File: src/rtl/capture_seq_pkg.sv
// Shared types and constants for the capture sequencer.
// Assumes: status tag and phase codes are fixed by host software.
package capture_seq_pkg;

    typedef enum logic [1:0] {
        ST_IDLE = 2'd0,
        ST_PRE  = 2'd1,
        ST_WAIT = 2'd2,
        ST_POST = 2'd3
    } seq_state_e;

    localparam logic [11:0] STAT_TAG = 12'h85E;
    localparam logic [7:0]  CMD_RUN  = 8'h03;
    localparam logic [7:0]  CMD_HALT = 8'h00;

    // Phase code: bit0 idle, bit1 writing, bit2 trigger seen, bit3 pre-fill done
    function automatic logic [3:0] phase_code(seq_state_e s);
        logic [3:0] c;
        case (s)
            ST_PRE:  c = 4'h2;
            ST_WAIT: c = 4'hA;
            ST_POST: c = 4'hE;
            default: c = 4'h9;
        endcase
        return c;
    endfunction

endpackage

File: src/rtl/capture_seq_fsm.sv
// Phase controller of the capture sequencer.
// Does: holds the run phase and flags accepted start and trigger events.
// Assumes: halt has priority over every other event; only the first
// trigger seen in the waiting phase is accepted.
module capture_seq_fsm
    import capture_seq_pkg::*;
(
    input  logic       clk,
    input  logic       rst_n,
    input  logic       start_req,
    input  logic       stop_req,
    input  logic       smp_en,
    input  logic       trig_in,
    input  logic       pre_zero,
    input  logic       pre_hit,
    input  logic       post_zero,
    input  logic       post_hit,
    output seq_state_e state,
    output logic       start_acc,
    output logic       trig_acc
);

    seq_state_e state_nx;

    // Event qualification: start only from idle, trigger only while waiting
    always_comb begin
        start_acc = (state == ST_IDLE) && start_req && !stop_req;
        trig_acc  = (state == ST_WAIT) && trig_in && !stop_req;
    end

    // Next-phase selection
    always_comb begin
        state_nx = state;
        if (stop_req) begin
            state_nx = ST_IDLE;
        end else begin
            case (state)
                ST_IDLE: if (start_req) state_nx = pre_zero ? ST_WAIT : ST_PRE;
                ST_PRE:  if (smp_en && pre_hit) state_nx = ST_WAIT;
                ST_WAIT: if (trig_in) state_nx = post_zero ? ST_IDLE : ST_POST;
                ST_POST: if (smp_en && post_hit) state_nx = ST_IDLE;
                default: state_nx = ST_IDLE;
            endcase
        end
    end

    // Phase register
    always_ff @(posedge clk) begin
        if (!rst_n) state <= ST_IDLE;
        else        state <= state_nx;
    end

endmodule

File: src/rtl/capture_seq_cnt.sv
// Sample counters of the capture sequencer.
// Does: counts stored samples and post-trigger samples, latches the
// trigger position and compares the counts against their targets.
// Assumes: start_acc never coincides with a write (it is taken only in idle).
module capture_seq_cnt #(
    parameter int CNT_W = 32
) (
    input  logic             clk,
    input  logic             rst_n,
    input  logic             start_acc,
    input  logic             trig_acc,
    input  logic             we,
    input  logic             post_smp,
    input  logic [CNT_W-1:0] pre_count,
    input  logic [CNT_W-1:0] smp_limit,
    output logic [CNT_W-1:0] captured,
    output logic [CNT_W-1:0] trig_pos,
    output logic             pre_zero,
    output logic             pre_hit,
    output logic             post_zero,
    output logic             post_hit
);

    localparam int EXT_W = CNT_W + 1;

    logic [CNT_W-1:0] post_cnt;
    logic [CNT_W-1:0] post_tgt;
    logic [EXT_W-1:0] cap_inc;
    logic [EXT_W-1:0] post_inc;

    // Target and threshold compares, widened by one bit against wrap
    always_comb begin
        post_tgt  = (smp_limit > pre_count) ? (smp_limit - pre_count) : '0;
        cap_inc   = {1'b0, captured} + EXT_W'(1);
        post_inc  = {1'b0, post_cnt} + EXT_W'(1);
        pre_zero  = (pre_count == '0);
        post_zero = (post_tgt == '0);
        pre_hit   = cap_inc >= {1'b0, pre_count};
        post_hit  = post_inc >= {1'b0, post_tgt};
    end

    // Stored-sample count
    always_ff @(posedge clk) begin
        if (!rst_n || start_acc) captured <= '0;
        else if (we)             captured <= cap_inc[CNT_W-1:0];
    end

    // Post-trigger sample count
    always_ff @(posedge clk) begin
        if (!rst_n || start_acc) post_cnt <= '0;
        else if (post_smp)       post_cnt <= post_inc[CNT_W-1:0];
    end

    // Trigger position latch, including a sample taken in the trigger cycle
    always_ff @(posedge clk) begin
        if (!rst_n || start_acc) trig_pos <= '0;
        else if (trig_acc)       trig_pos <= we ? cap_inc[CNT_W-1:0] : captured;
    end

endmodule

File: src/rtl/capture_seq.sv
// Top of the pre/post-trigger capture sequencer.
// Does: decodes run-control writes, sequences pre-fill, trigger wait and
// post-trigger capture, and presents status, write enable and reports.
// Assumes: smp_en and trig_in are synchronous to clk.
module capture_seq
    import capture_seq_pkg::*;
#(
    parameter int CNT_W = 32
) (
    input  logic             clk,
    input  logic             rst_n,
    input  logic             ctl_wr,
    input  logic [7:0]       ctl_data,
    input  logic             smp_en,
    input  logic             trig_in,
    input  logic [CNT_W-1:0] smp_limit,
    input  logic [CNT_W-1:0] pre_count,
    output logic [15:0]      status,
    output logic             mem_we,
    output logic [CNT_W-1:0] captured,
    output logic [CNT_W-1:0] trig_pos
);

    seq_state_e state;
    logic start_req, stop_req, start_acc, trig_acc;
    logic pre_zero, pre_hit, post_zero, post_hit;

    // Control-write decode and output formation
    always_comb begin
        start_req = ctl_wr && (ctl_data == CMD_RUN);
        stop_req  = ctl_wr && (ctl_data == CMD_HALT);
        mem_we    = smp_en && (state != ST_IDLE);
        status    = {STAT_TAG, phase_code(state)};
    end

    capture_seq_fsm u_fsm (
        .clk       (clk),
        .rst_n     (rst_n),
        .start_req (start_req),
        .stop_req  (stop_req),
        .smp_en    (smp_en),
        .trig_in   (trig_in),
        .pre_zero  (pre_zero),
        .pre_hit   (pre_hit),
        .post_zero (post_zero),
        .post_hit  (post_hit),
        .state     (state),
        .start_acc (start_acc),
        .trig_acc  (trig_acc)
    );

    capture_seq_cnt #(.CNT_W(CNT_W)) u_cnt (
        .clk       (clk),
        .rst_n     (rst_n),
        .start_acc (start_acc),
        .trig_acc  (trig_acc),
        .we        (mem_we),
        .post_smp  (smp_en && (state == ST_POST)),
        .pre_count (pre_count),
        .smp_limit (smp_limit),
        .captured  (captured),
        .trig_pos  (trig_pos),
        .pre_zero  (pre_zero),
        .pre_hit   (pre_hit),
        .post_zero (post_zero),
        .post_hit  (post_hit)
    );

endmodule

File: config.mk
export PLATFORM = sky130hd
export DESIGN_NAME = capture_seq
export DESIGN_NICKNAME = d
export VERILOG_FILES = /design/src/rtl/capture_seq_pkg.sv /design/src/rtl/capture_seq_fsm.sv /design/src/rtl/capture_seq_cnt.sv /design/src/rtl/capture_seq.sv
export SDC_FILE = /design/constraint.sdc
export NUM_CORES = 1
export LEC_CHECK = 0
export BUFFER_PORTS_ARGS = -buffer_cell sky130_fd_sc_hd__buf_2
export CELL_PAD_IN_SITES_DETAIL_PLACEMENT = 1
export CELL_PAD_IN_SITES_GLOBAL_PLACEMENT = 1
export CORE_AREA = 2 2 176 178
export CTS_BUF_LIST = sky130_fd_sc_hd__clkbuf_2
export DETAILED_ROUTE_END_ITERATION = 8
export DIE_AREA = 0 0 178 180
export PLACE_DENSITY = 0.63
export SETUP_SLACK_MARGIN = 0.05
export SYNTH_ARGS = -nofsm -noshare
export SYNTH_HDL_FRONTEND = slang
export SYNTH_HIERARCHICAL = 1
export SYNTH_SLANG_ARGS = --single-unit
File: constraint.sdc
create_clock -name clk -period 7.67 [get_ports clk]
set_input_delay 2.301 -clock clk [delete_from_list [all_inputs] [get_ports clk]]
set_output_delay 2.301 -clock clk [all_outputs]
set_load 0.02 [all_outputs]
==> summary.md, run 1 <==
| Metric | Value |
|---|---|
| Top cells by count, synth | nor2_1 (136), nand2_1 (111), dfxtp_1 (98), ha_1 (98), xor2_1 (94) |
| Routability Congestion | 0.8466 |
| DIE HEIGHT | 180 µm |
| Detailed Place HPWL | 23280 µm |
| Final slew viol count | 0 |
| FF+latch count, synth | 98 |
| Cell Area, Synth | 8944 µm² |
| Initial core utilization | 29.63% |
| Pwr dens | 114.4 nW/µm² |
| Total GRT Usage | 17.73% |
| Critical Path Slowest Stage Cell | or3b_2 |
| Vias post-DR | 8613 |
| Startpoint types | input port |
| Design area | 10090 µm² |
| Final core utilization | 33.44% |
| Fmax | 147.3 MHz |
| Share of Yosys cell area claimed by the top area cell type | 21.94% |
| H-Tree Level Count | 3 |
| WL met1 | 13400 µm |
| Clk_skew | 0.05993 ns |
| Top delay family on crit path | compound AO/OA/AOI/OAI gates |
| Core area | 30190 µm² |
| Vias in the first global route | 8594 |
| Routed vias/inst | 5.161 |
| Critical Path End Type | flop |
| Post-Place Cells | 1650 |
| R2R setup slack | 2.86 ns |
| Die footprint | 32040 µm² |
| Max transition margin | 46.14% |
| Syn_area_per_cell | 7.743 µm² |
| Setup WS pre-CTS | 0.1991 ns |
| Met3 Wirelength | 1700 µm |
| Root Buffer | clkbuf_2 |
| Library cells used by synthesis | 78 |
| Critical Path, Cell by Cell | buf_2 > inv_1 > ha_1 > a21oi_1 > o21ai_0 > o2111ai_2 > o211ai_2 > a221oi_2 > o31ai_1 > a21oi_1 > a31oi_2 > or3b_2 > ha_1 > a21o_1 > a21oi_1 > nor2b_1 > o31ai_1 > o211ai_1 > a21oi_1 > o21ai_0 > a41o_1 > and2_1 > mux4_2 > mux2i_1 |
| # Post-CTS Setup Buffers | 0 |
| FF-to-FF Start | u_cnt/captured[0]$_SDFF_PP0_ |
| Final WS setup | 0.8828 ns |
| Clk Latency, worst-skew pair | 0.68 ns |
| Final min period | 6.787 ns |
| Largest cells by area after synthesis | dfxtp_1 (22%), ha_1 (14%), xor2_1 (9.2%) |
| Worst Setup Path Type | in -> reg |
| Fin crit share | 88.49% |
| Setup TNS | 0 ns |
| Worst reg2reg path endpoint | u_fsm/state[0]$_SDFFE_PP0P_ |
| Ports | 158 |
| First-pass GRT wire length | 45730 µm |
| Sequential area share after synthesis | 21.94% |
| Drt initial violations | 355 |
| Hold path cells | 2 |
| Setup-failing EPs final | 0 |
| Hold path start | u_cnt/trig_pos[17]$_SDFFE_PP0P_ |
| Die Wd | 178 µm |
| Async set or reset register ratio after synthesis | 0% |
| Routed WL | 28680 µm |
| Top sig layer | met5 |
| WL met2 | 13310 µm |
| Worst path most repeated cell | a21oi_1 |
| Hold Violations, Final | 0 |
| Peak VDD IR | 0.05358 mV |
| Placed cell area | 9961 µm² |
| Router iterations before antenna repair | 4 |
| Post-route ant nets | 0 |
| Hold Path Class | reg -> reg |
| I/O Buffers | 145 |
| Synth warnings | 6 |
| Row count | 64 |
| Post_cts resized | 0 |
| Maximum Capacitance Violations | 0 |
| R2R cell count | 19 |
| EDFF count, synth | 0 |
| Initial antenna violation count | 6 |
| Hold endpoint | u_cnt/trig_pos[17]$_SDFFE_PP0P_ |
| Fin nets | 1441 |
| Grt total ovfl | 0 |
| Worst EP required | 8.33 ns |
| Synth Flop Type | dfxtp_1 |
| Critical Path Max Stage Delay | 0.49 ns |
| Final hold slack | 0.5025 ns |
| Dominant cell type by area after synthesis | dfxtp_1 |
| Worst-Margin Slew | 0.7953 ns |
| Clock transition at path regs | 0.39 ns |
| Critical path fanouts, max | 9 |
| Synth Instances | 1155 |
| Finished Layout Cells | 1669 |
| Leakage | 4.756 nW |
| Unrepaired setup endpoints after global routing | false |
| Count leader, synth | nor2_1 |
| Area occupied by multi-input gates | 6492 µm² |
| Total CTS buffers | 9 |
| Routed wire length per instance | 17.18 µm |
| Post-route DRC | 0 |
| Clock Path Buffers | 2 |
| Design Power | 1.155 mW |
| Area delta synth->final | 12.87% |
| Share of layout cells above drive strength 1 | 16.30% |
| Post-CTS Hold Fix Bufs | 0 |
| Status | finished clean |
| Crit path DAT | 7.45 ns |
| Filler cells | 3749 |
| Register area | 1962 µm² |
| CTS tree | yes |
| Largest net degree at the start of global routing | 65 |
| WP buf/inv | 2 |
| Clock sink total | 98 |
## registers in the layout (all words and copies together), names as in the netlist
name / cells
u_cnt/trig_pos: 32
u_fsm/state: 2
u_cnt/post_cnt: 32
u_cnt/captured: 32
## final cells by class
type | instances | area share [%]
antenna | 3 | 0.07437
clock buffer | 9 | 0.4462
clock inverter | 7 | 0.8057
inverter | 46 | 1.710
multi-input combinational | 950 | 64.32
sequential | 98 | 19.43
tap | 396 | 4.908
timing repair buffer | 160 | 8.304
## metal layers
metal / vias to the layer above / GRT usage [%]
li1: 4297 / -
met1: 4136 / 23.76
met2: 154 / 29.53
met3: 20 / 3.807
met4: 6 / 2.820
met5: - / 0
## kinds of logic (layout without fill, tap and decap cells)
kind of cell	Yosys count	in the layout	synth area share, %
adders and majority gates	99	99	13.93
muxes	10	10	1.343
xor gates and xnor gates	133	133	13.02
DFF	98	98	21.94
AOI/OAI and AO/OA	222	222	16.98
other	2	15	0.08397
buffers and inverters	117	222	6.100
and+or+nand+nor	474	474	26.59
## tightest hold or removal path, stage by stage (launching register included)
cell      delay (ns)
dfxtp_1         0.39
nor2_1          0.08
a211oi_1        0.05
## layout by cell type, fill, tap and decap left out, types with 19 or more instances in the layout
| cell type | n |
|---|---|
| a211oi_1 | 42 |
| ha_1 | 98 |
| nor2_1 | 136 |
| dfxtp_1 | 98 |
| nand4_1 | 47 |
| xnor2_1 | 39 |
| nand3_1 | 41 |
| xor2_1 | 94 |
| buf_2 | 145 |
| a21o_1 | 35 |
| o21ai_0 | 26 |
| inv_1 | 46 |
| a21oi_1 | 59 |
| nand2_1 | 111 |
| and2_1 | 19 |
| and3_1 | 32 |
## how the worst max path moves through the flow
stage	endpoint	depth (start not counted)	slack, ns	from
final	u_fsm/state[0]$_SDFFE_PP0P_	24	0.88	pre_count[5]
after CTS	u_fsm/state[0]$_SDFFE_PP0P_	24	1.00	pre_count[5]
after global routing	u_fsm/state[0]$_SDFFE_PP0P_	26	0.58	pre_count[5]
after detailed placement	u_fsm/state[0]$_SDFFE_PP0P_	24	0.20	pre_count[14]
after global placement	u_fsm/state[0]$_SDFFE_PP0P_	24	0.28	pre_count[5]
after floorplan	u_fsm/state[0]$_SDFFE_PP0P_	27	0.87	pre_count[11]
## where the power goes
group	leakage (nW)	internal, mW	switching, mW
combinational	3.89	0.129	0.217
clock	0.0760	0.0586	0.238
sequential	0.789	0.513	0.0000636
(Power assumes the default switching activity.)
==> inputs of run 2 (changes only) <==
--- a/config.mk
+++ b/config.mk
@@ -8,13 +8,15 @@
 export BUFFER_PORTS_ARGS = -buffer_cell sky130_fd_sc_hd__buf_2
 export CELL_PAD_IN_SITES_DETAIL_PLACEMENT = 1
 export CELL_PAD_IN_SITES_GLOBAL_PLACEMENT = 1
-export CORE_AREA = 2 2 176 178
+export CORE_AREA = 2 2 148 150
 export CTS_BUF_LIST = sky130_fd_sc_hd__clkbuf_2
 export DETAILED_ROUTE_END_ITERATION = 8
-export DIE_AREA = 0 0 178 180
-export PLACE_DENSITY = 0.63
+export DIE_AREA = 0 0 150 152
+export GPL_TIMING_DRIVEN = 1
+export PLACE_DENSITY = 0.84
 export SETUP_SLACK_MARGIN = 0.05
 export SYNTH_ARGS = -nofsm -noshare
 export SYNTH_HDL_FRONTEND = slang
 export SYNTH_HIERARCHICAL = 1
 export SYNTH_SLANG_ARGS = --single-unit
+export TNS_END_PERCENT = 50
==> run 2 against run 1 <==
Register-to-register slack worse by 0.11 ns. Clock skew is 0.015 ns lower. Die area fell by 29%. Sequential share of layout area up 0.33 points. First-iteration DRC count increased by 25%. Cell count is 7.3% lower. Clock power increased by 2%. Count of clock-buffer cells in the layout unchanged. Sequential cell count unchanged.
==> summary.md, run 2 (synthesis results as in run 1) <==
| Metric | Value |
|---|---|
| Status | finished clean |
| Largest net degree at the start of global routing | 65 |
| Maximum Capacitance Violations | 0 |
| Clk_skew | 0.04529 ns |
| Detailed Place HPWL | 21880 µm |
| Final min period | 6.746 ns |
| Post-route DRC | 0 |
| Clk Latency, worst-skew pair | 0.70 ns |
| Area occupied by multi-input gates | 6492 µm² |
| Post_cts resized | 0 |
| Final slew viol count | 0 |
| Critical Path Slowest Stage Cell | or3b_2 |
| Router iterations before antenna repair | 6 |
| I/O Buffers | 145 |
| Setup-failing EPs final | 0 |
| Critical path fanouts, max | 9 |
| Critical Path End Type | flop |
| Top delay family on crit path | compound AO/OA/AOI/OAI gates |
| Hold Path Class | reg -> reg |
| Worst Setup Path Type | in -> reg |
| Ports | 158 |
| Area delta synth->final | 10.98% |
| Clock sink total | 98 |
| Routability Congestion | 0.9186 |
| Worst path most repeated cell | a21oi_1 |
| Die footprint | 22800 µm² |
| Peak VDD IR | 0.06100 mV |
| Routed WL | 27290 µm |
| Post-Place Cells | 1529 |
| Filler cells | 2740 |
| Critical Path, Cell by Cell | buf_2 > inv_1 > ha_1 > a21oi_1 > o21ai_0 > o2111ai_2 > o211ai_2 > a221oi_2 > o31ai_1 > a21oi_1 > a31oi_2 > or3b_2 > ha_1 > a21o_1 > a21oi_1 > nor2b_1 > o31ai_1 > o211ai_1 > a21oi_1 > o21ai_0 > a41o_1 > and2_1 > mux4_2 > mux2i_1 |
| Vias in the first global route | 8703 |
| Biggest regs | u_cnt/captured: 32 flops, u_cnt/post_cnt: 32 flops, u_cnt/trig_pos: 32 flops |
| Share of layout cells above drive strength 1 | 15.97% |
| Post-CTS Hold Fix Bufs | 0 |
| Finished Layout Cells | 1547 |
| Clock Path Buffers | 2 |
| CTS tree | yes |
| Grt total ovfl | 0 |
| Setup TNS | 0 ns |
| Worst-Margin Slew | 0.9243 ns |
| Initial antenna violation count | 2 |
| Initial core utilization | 41.89% |
| Hold Violations, Final | 0 |
| Drt initial violations | 442 |
| Total GRT Usage | 23.86% |
| Final hold slack | 0.4980 ns |
| WP buf/inv | 2 |
| Post-route ant nets | 0 |
| Most common cell after layout, fill and taps aside | buf_2 |
| DIE HEIGHT | 152 µm |
| Setup WS pre-CTS | 0.2763 ns |
| Crit path DAT | 7.42 ns |
| Pwr dens | 116.7 nW/µm² |
| Max transition margin | 38.38% |
| Fin crit share | 87.95% |
| Register area | 1962 µm² |
| Final WS setup | 0.9243 ns |
| Fmax | 148.2 MHz |
| Leakage | 4.740 nW |
| Clock transition at path regs | 0.35 ns |
| Unrepaired setup endpoints after global routing | false |
| First-pass GRT wire length | 44530 µm |
| Routed wire length per instance | 17.64 µm |
| Row count | 54 |
| Total CTS buffers | 9 |
| Routed vias/inst | 5.629 |
| Startpoint types | input port |
| Die Wd | 150 µm |
| Fin nets | 1436 |
| Vias post-DR | 8708 |
| Root Buffer | clkbuf_2 |
| Core area | 21350 µm² |
| Worst EP required | 8.35 ns |
| Most frequent cells in the layout | buf_2 (145), nor2_1 (136), nand2_1 (111) |
| # Post-CTS Setup Buffers | 0 |
| Critical Path Max Stage Delay | 0.48 ns |
| H-Tree Level Count | 3 |
-- run 2: path summary, 6_finish.rpt --
kind	start	end	slack [ns]	depth (start not counted)
worst max-delay path	pre_count[5]	u_fsm/state[0]$_SDFFE_PP0P_	0.92	24
worst min register to register	u_cnt/trig_pos[5]$_SDFFE_PP0P_	u_cnt/trig_pos[5]$_SDFFE_PP0P_	0.50	2
worst min-delay path	u_cnt/trig_pos[5]$_SDFFE_PP0P_	u_cnt/trig_pos[5]$_SDFFE_PP0P_	0.50	2
worst max register to register	u_cnt/captured[0]$_SDFF_PP0_	u_fsm/state[0]$_SDFFE_PP0P_	2.75	19
-- run 2: routing by layer --
| layer | track usage (%) | vias to the layer above | part of all wire [%] |
|---|---|---|---|
| met3 | 2.643 | 33 | 4.6 |
| li1 | - | 4297 | - |
| met1 | 32.70 | 4178 | 47 |
| met5 | 0 | - | 0 |
| met2 | 39.64 | 200 | 47 |
| met4 | 6.469 | 0 | 1.7 |
-- run 2: power breakdown --
part | leakage (nW) | internal [mW] | switching [mW]
clock | 0.0814 | 0.0826 | 0.219
combinational | 3.87 | 0.129 | 0.216
sequential | 0.789 | 0.512 | 0.0000613
total | 4.74 | 0.723 | 0.435
-- run 2: layout make-up --
| cell class | count | area share [%] |
|---|---|---|
| clock inverter | 7 | 0.8572 |
| antenna | 2 | 0.05042 |
| inverter | 46 | 1.740 |
| tap | 280 | 3.530 |
| multi-input combinational | 950 | 65.41 |
| clock buffer | 9 | 0.4538 |
| sequential | 98 | 19.77 |
| timing repair buffer | 155 | 8.194 |
-- run 2: stage by stage --
step | util (%) | total power, mW | instance area (µm²)
finish | 46.49 | 1.158 | 9926
global route | 46.49 | 1.223 | 9926
CTS | 46.47 | 1.163 | 9921
detailed placement | 45.86 | 0.8564 | 9791
global placement | 45.86 | 0.8475 | 9791
floorplan | - | 0.7612 | 8981
-- run 2: tightest hold or removal path, cell delays in order, from the launching register on --
cell and delay, ns:
dfxtp_1 0.39, nor2_1 0.08, a211oi_1 0.05
